**src/rtl/dpa_pkg.sv**
```systemverilog
package dpa_pkg;
  // Meaning of the top bit of the adjust code
  typedef enum logic {
    DIR_EARLY = 1'b0,
    DIR_LATE  = 1'b1
  } shift_dir_e;
endpackage

```
**src/rtl/dpa_code_src.sv**
```systemverilog
module dpa_code_src
  import dpa_pkg::*;
#(
  parameter int MAG_W = 3
) (
  input  logic             clk,
  input  logic             rst,
  input  logic             use_pins,
  input  logic [MAG_W:0]   adj_pins,
  input  logic             wr_en,
  input  logic [MAG_W:0]   wr_code,
  output shift_dir_e       dir,
  output logic [MAG_W-1:0] mag
);
  logic [MAG_W:0] fine_reg;
  logic [MAG_W:0] active;

  always_ff @(posedge clk) begin
    if (rst)        fine_reg <= '0;
    else if (wr_en) fine_reg <= wr_code;
  end

  assign active = use_pins ? adj_pins : fine_reg;
  assign dir    = shift_dir_e'(active[MAG_W]);
  assign mag    = active[MAG_W-1:0];

  // a write lands in the register on its edge
  p_reg_load_r6: assert property (@(posedge clk) disable iff (rst)
    wr_en |=> (fine_reg == $past(wr_code)));

  // without a write the register keeps its value
  p_reg_hold_r6: assert property (@(posedge clk) disable iff (rst)
    !wr_en |=> $stable(fine_reg));
endmodule

```
**src/rtl/dpa_tap_line.sv**
```systemverilog
module dpa_tap_line #(
  parameter int W     = 1,
  parameter int TAPS  = 15,
  localparam int SEL_W = (TAPS > 1) ? $clog2(TAPS) : 1
) (
  input  logic             clk,
  input  logic             rst,
  input  logic [W-1:0]     din,
  input  logic [SEL_W-1:0] sel,
  output logic [W-1:0]     dout
);
  logic [W-1:0] stage [TAPS-1];
  logic [W-1:0] tap   [TAPS];
  logic         any_nz;

  assign tap[0] = din;
  for (genvar g = 1; g < TAPS; g++) begin : g_tap
    assign tap[g] = stage[g-1];
  end

  always_ff @(posedge clk) begin
    if (rst) begin
      for (int k = 0; k < TAPS-1; k++) stage[k] <= '0;
    end else begin
      stage[0] <= din;
      for (int k = 1; k < TAPS-1; k++) stage[k] <= stage[k-1];
    end
  end

  always_ff @(posedge clk) begin
    if (rst)                   dout <= '0;
    else if (32'(sel) < TAPS)  dout <= tap[sel];
    else                       dout <= '0;
  end

  always_comb begin
    any_nz = 1'b0;
    for (int k = 0; k < TAPS; k++) any_nz = any_nz | (tap[k] != '0);
  end

  // the selected tap always lies inside the line
  p_sel_range_r1: assert property (@(posedge clk) disable iff (rst)
    32'(sel) < TAPS);

  // nothing appears at the output that was not in the line
  p_no_phantom_r7: assert property (@(posedge clk) disable iff (rst)
    (dout != '0) |-> $past(any_nz));
endmodule

```
**src/rtl/dot_phase_adjust.sv**
```systemverilog
module dot_phase_adjust
  import dpa_pkg::*;
#(
  parameter int MAG_W  = 3,
  parameter int DATA_W = 8
) (
  input  logic              clk,
  input  logic              rst,
  input  logic              timing_in,
  input  logic [DATA_W-1:0] pix_in,
  input  logic [MAG_W:0]    adj_pins,
  input  logic              use_pins,
  input  logic              wr_en,
  input  logic [MAG_W:0]    wr_code,
  output logic              timing_out,
  output logic [DATA_W-1:0] pix_out
);
  localparam int MAX_SHIFT = (1 << MAG_W) - 1;
  localparam int T_TAPS    = 2 * MAX_SHIFT + 1;
  localparam int D_TAPS    = MAX_SHIFT + 1;
  localparam int T_SEL_W   = $clog2(T_TAPS);
  localparam int D_SEL_W   = (D_TAPS > 1) ? $clog2(D_TAPS) : 1;

  shift_dir_e         dir;
  logic [MAG_W-1:0]   mag;
  logic [T_SEL_W-1:0] t_sel;
  logic [D_SEL_W-1:0] d_sel;

  dpa_code_src #(.MAG_W(MAG_W)) u_code (
    .clk(clk), .rst(rst), .use_pins(use_pins), .adj_pins(adj_pins),
    .wr_en(wr_en), .wr_code(wr_code), .dir(dir), .mag(mag)
  );

  // Centre tap equals the data delay; the shift moves around it
  always_comb begin
    if (dir == DIR_LATE) t_sel = T_SEL_W'(MAX_SHIFT) + T_SEL_W'(mag);
    else                 t_sel = T_SEL_W'(MAX_SHIFT) - T_SEL_W'(mag);
  end
  assign d_sel = D_SEL_W'(MAX_SHIFT);

  dpa_tap_line #(.W(1), .TAPS(T_TAPS)) u_timing_line (
    .clk(clk), .rst(rst), .din(timing_in), .sel(t_sel), .dout(timing_out)
  );

  dpa_tap_line #(.W(DATA_W), .TAPS(D_TAPS)) u_pix_line (
    .clk(clk), .rst(rst), .din(pix_in), .sel(d_sel), .dout(pix_out)
  );

  // a reset cycle leaves both outputs cleared
  p_reset_clear_r8: assert property (@(posedge clk)
    rst |=> (!timing_out && pix_out == '0));
endmodule

```
**config.mk**
```make
export PLATFORM = sky130hd
export DESIGN_NAME = dot_phase_adjust
export DESIGN_NICKNAME = d
export VERILOG_FILES = /design/src/rtl/dpa_pkg.sv /design/src/rtl/dpa_code_src.sv /design/src/rtl/dpa_tap_line.sv /design/src/rtl/dot_phase_adjust.sv
export SDC_FILE = /design/constraint.sdc
export NUM_CORES = 1
export LEC_CHECK = 0
export BUFFER_PORTS_ARGS = -buffer_cell sky130_fd_sc_hd__buf_2
export CAP_MARGIN = 20
export CORE_MARGIN = 3
export CORE_UTILIZATION = 50
export DETAILED_ROUTE_END_ITERATION = 8
export PLACE_DENSITY = 0.7
export SLEW_MARGIN = 5
export SYNTH_ARGS = -nofsm -noshare
export SYNTH_HDL_FRONTEND = slang
export SYNTH_SLANG_ARGS = --single-unit
```
**constraint.sdc**
```tcl
create_clock -name clk -period 5.4 [get_ports clk]
set_input_delay 1.08 -clock clk [delete_from_list [all_inputs] [get_ports clk]]
set_output_delay 1.08 -clock clk [all_outputs]
set_load 0.01 [all_outputs]
```
==> flow_metrics.py <==
metrics = {
    "cts": {
        "root_buffer": "clkbuf_8",
        "cts_setup_buffers": 0,
        "worst_skew_pair.late_latency_ns": 0.34,
        "numCtsBuffers": 9,
        "holdBufCountCts": 0,
        "tritoncts": "yes",
        "post_cts_resized": 0,
        "htreeDepth": 3,
        "clk_pin_slew_ns": 0.08,
        "clock-sinks": 83,
        "cts_buffer_depth": 2,
    },
    "layout": {
        "largest_reg_flops": 56,
        "final_layout_size_suffix_gt1_share_pct": 18.1,
        "regMostFlops": "u_pix_line.stage",
        "antenna_cells": 0,
        "fin_util_pct": 61.5,
        "register_area_mm2": 0.00166,
        "n_fill_cell": 422,
        "multi_input_area_um2": 890,
        "synthToLayoutAreaGrowth_pct": 15.8,
        "fin_nets": 276,
        "reg.largest.list": "u_pix_line.stage x56, u_timing_line.stage x14, u_pix_line.dout x8",
    },
    "floorplan": {
        "fp.dieW_um": 78.0,
        "fp.dieArea_mm2": 0.00609,
        "num_rows": 25,
        "num_io_pins": 30,
        "die_y_um": 78.0,
        "core_mm2": 0.00488,
        "start_util_pct": 53.2,
    },
    "worst_setup_path": {
        "path_common_cell": "mux2i_1",
        "worst_path_max_delay_cell": "mux2i_1",
        "crit_start": "use_pins",
        "crit_fanout": 11,
        "path_cells": "buf_2 -> mux2i_1 -> ha_1 -> mux2i_1 -> mux2i_4 -> mux2i_1 -> nand3b_1 -> nand4b_1 -> o22ai_1",
        "crit_family": "multiplexers",
        "endpoint_kind": "register",
        "critical_path_class": "in2reg",
        "path_buf_inv": 1,
        "critPathLaunchType": "input port",
        "required_ns": 5.63,
        "cp.arrival_ns": 3.31,
        "critPathMaxStageDelay_ns": 0.53,
        "reg2reg_from": "u_code.fine_reg[0]",
    },
    "yosys": {
        "yosysMostFrequentCell": "dfxtp_1",
        "synth-warning-count": 0,
        "synth_xor_area_share_pct": 0.675,
        "synth-simple-area-share_pct": 23.6,
        "synth_common_cells": "dfxtp_1 (83), nor2b_1 (78), mux2i_1 (18)",
        "synth.top_cell.area_share_pct": 64.1,
        "synth_top_family_by_area": "simple AND/OR/NAND/NOR gates",
        "synth_compound_gate_area_share_pct": 1.74,
        "synthMuxAreaShare_pct": 7.81,
        "netlist_area_mm2": 0.00259,
        "synth_area_leaders": "dfxtp_1 (64%), nor2b_1 (19%), mux2i_1 (6.9%)",
        "synth_nets": 246,
        "ys.flop_type": "dfxtp_1",
        "syn_inst": 224,
        "synth_cell_types": 23,
        "synth.largest_area_cell": "dfxtp_1",
        "synth_edf_count": 0,
        "ys_seq_area_share_pct": 64.1,
        "synthArstFlopShare_pct": 0,
        "ys_ff_latch": 83,
        "syn_avg_cell_area_um2": 11.6,
        "synthAdderAreaFrac_pct": 0.482,
    },
    "pwr": {
        "power_density_mw_per_mm2": 385,
        "comb_power_share_pct": 5.3,
        "p_int_w": 0.000913,
        "p_clk_share_pct": 40.2,
        "p_sw_w": 0.000243,
        "p_sw_share_pct": 21.0,
        "vdd_ir_drop_max_uv": 205,
        "leakage_nw": 1.25,
        "seq_power_share_pct": 54.4,
    },
    "sta": {
        "tightestPinTransition_ns": 0.758,
        "rsz0062_at_grt": "false",
        "hold_violations": 0,
        "min_period_ns": 3.09,
        "relSlewSlack_pct": 49.5,
        "fin_ws_ns": 2.31,
        "setup_tns_ns": 0,
        "post-route-period-util_pct": 57.1,
        "final-setup-viol-count": 0,
        "max_freq_mhz": 324,
        "final_max_slew_viol_count": 0,
        "skew_ns": 0.00418,
    },
    "detailed_routing": {
        "drt-initial-drc-count": 65,
        "wire_per_inst_um": 10.2,
        "vias": 1441,
        "vias_per_cell": 4.42,
        "routed_wl_um": 3320,
        "firstDrtPassIters": 4,
        "ant_nets": 0,
        "drc": 0,
    },
    "run": {
        "maxCapViolCount": 0,
    },
    "grt": {
        "grt_max_degree": 84,
        "grt_pass1_wl_um": 5790,
        "grt_pass1_vias": 1326,
        "grt_overflow": 0,
        "antenna_found_initial": 0,
        "grt_use_total_pct": 12.5,
    },
    "placement": {
        "place.gp.congestion": 0.831,
        "hpwlAfterDp_um": 2030,
        "numPortBuffers": 29,
        "post-place-ws_ns": 1.99,
    },
    "hold_path": {
        "hold_path_class": "reg2reg",
        "worstHoldStart": "u_pix_line.stage[4][3]",
    },
    "run_status": {
        "status": "completed",
    },
}
## final timing paths
| check | endpoint | cells after the start | slack (ns) |
|---|---|---|---|
| worst max-delay path | u_timing_line.dout | 9 | 2.31 |
| worst min-delay path | u_pix_line.stage[5][3] | 1 | 0.44 |
| worst max register to register | u_timing_line.dout | 8 | 3.02 |
| worst min register to register | u_pix_line.stage[5][3] | 1 | 0.44 |
## logic make-up after synthesis
family,count (synthesis)
and+or+nand+nor,101
DFF,83
muxes,19
buffers and inverters,11
AOI/OAI and AO/OA,7
xor gates and xnor gates,2
adders and majority gates,1
## routing by layer
metal	share of wire (%)	global-route usage, %
met1	49	14.8
met2	44	18.4
met3	6.0	7.22
met4	0.69	5.24
met5	0	0
## power groups by stage
stage / registers [W] / logic [W] / clock network (W)
after floorplan: 0.000643 / 0.0000457 / 0
after global placement: 0.000644 / 0.0000601 / 0
after detailed placement: 0.000644 / 0.0000621 / 0
after CTS: 0.000629 / 0.0000625 / 0.000482
after global routing: 0.000631 / 0.0000689 / 0.000510
final: 0.000629 / 0.0000618 / 0.000465
## stage by stage
stage	total power (W)	hold WS [ns]	std cells	cell area (um2)
3_5_place_dp	0.000706	0.420	310	2790
4_1_cts	0.00117	0.439	326	3000
5_1_grt	0.00121	0.453	326	3000
3_3_place_gp	0.000704	0.417	310	2790
6_report	0.00116	0.435	326	3000
2_1_floorplan	0.000688	0.414	224	2590
## layout make-up
type	count	share of cell area (%)
multi-input cells	130	29.6
well taps	67	2.79
repair buffers	30	5.08
clock inverters	7	3.04
flip-flops and latches	83	55.3
clock buffers	9	4.13
## cells in the final DEF, fill, tap and decap left out, types with 2 or more instances in the layout
cell type,count
nor4b_1,2
buf_2,29
clkinv_2,3
xnor2_1,2
dfxtp_1,83
mux2i_1,18
nor3_1,4
clkbuf_8,9
bufinv_16,2
nor2_1,8
or2b_1,2
nor2b_1,78
o22ai_1,2
nand2_1,3
(Power assumes the default switching activity.)
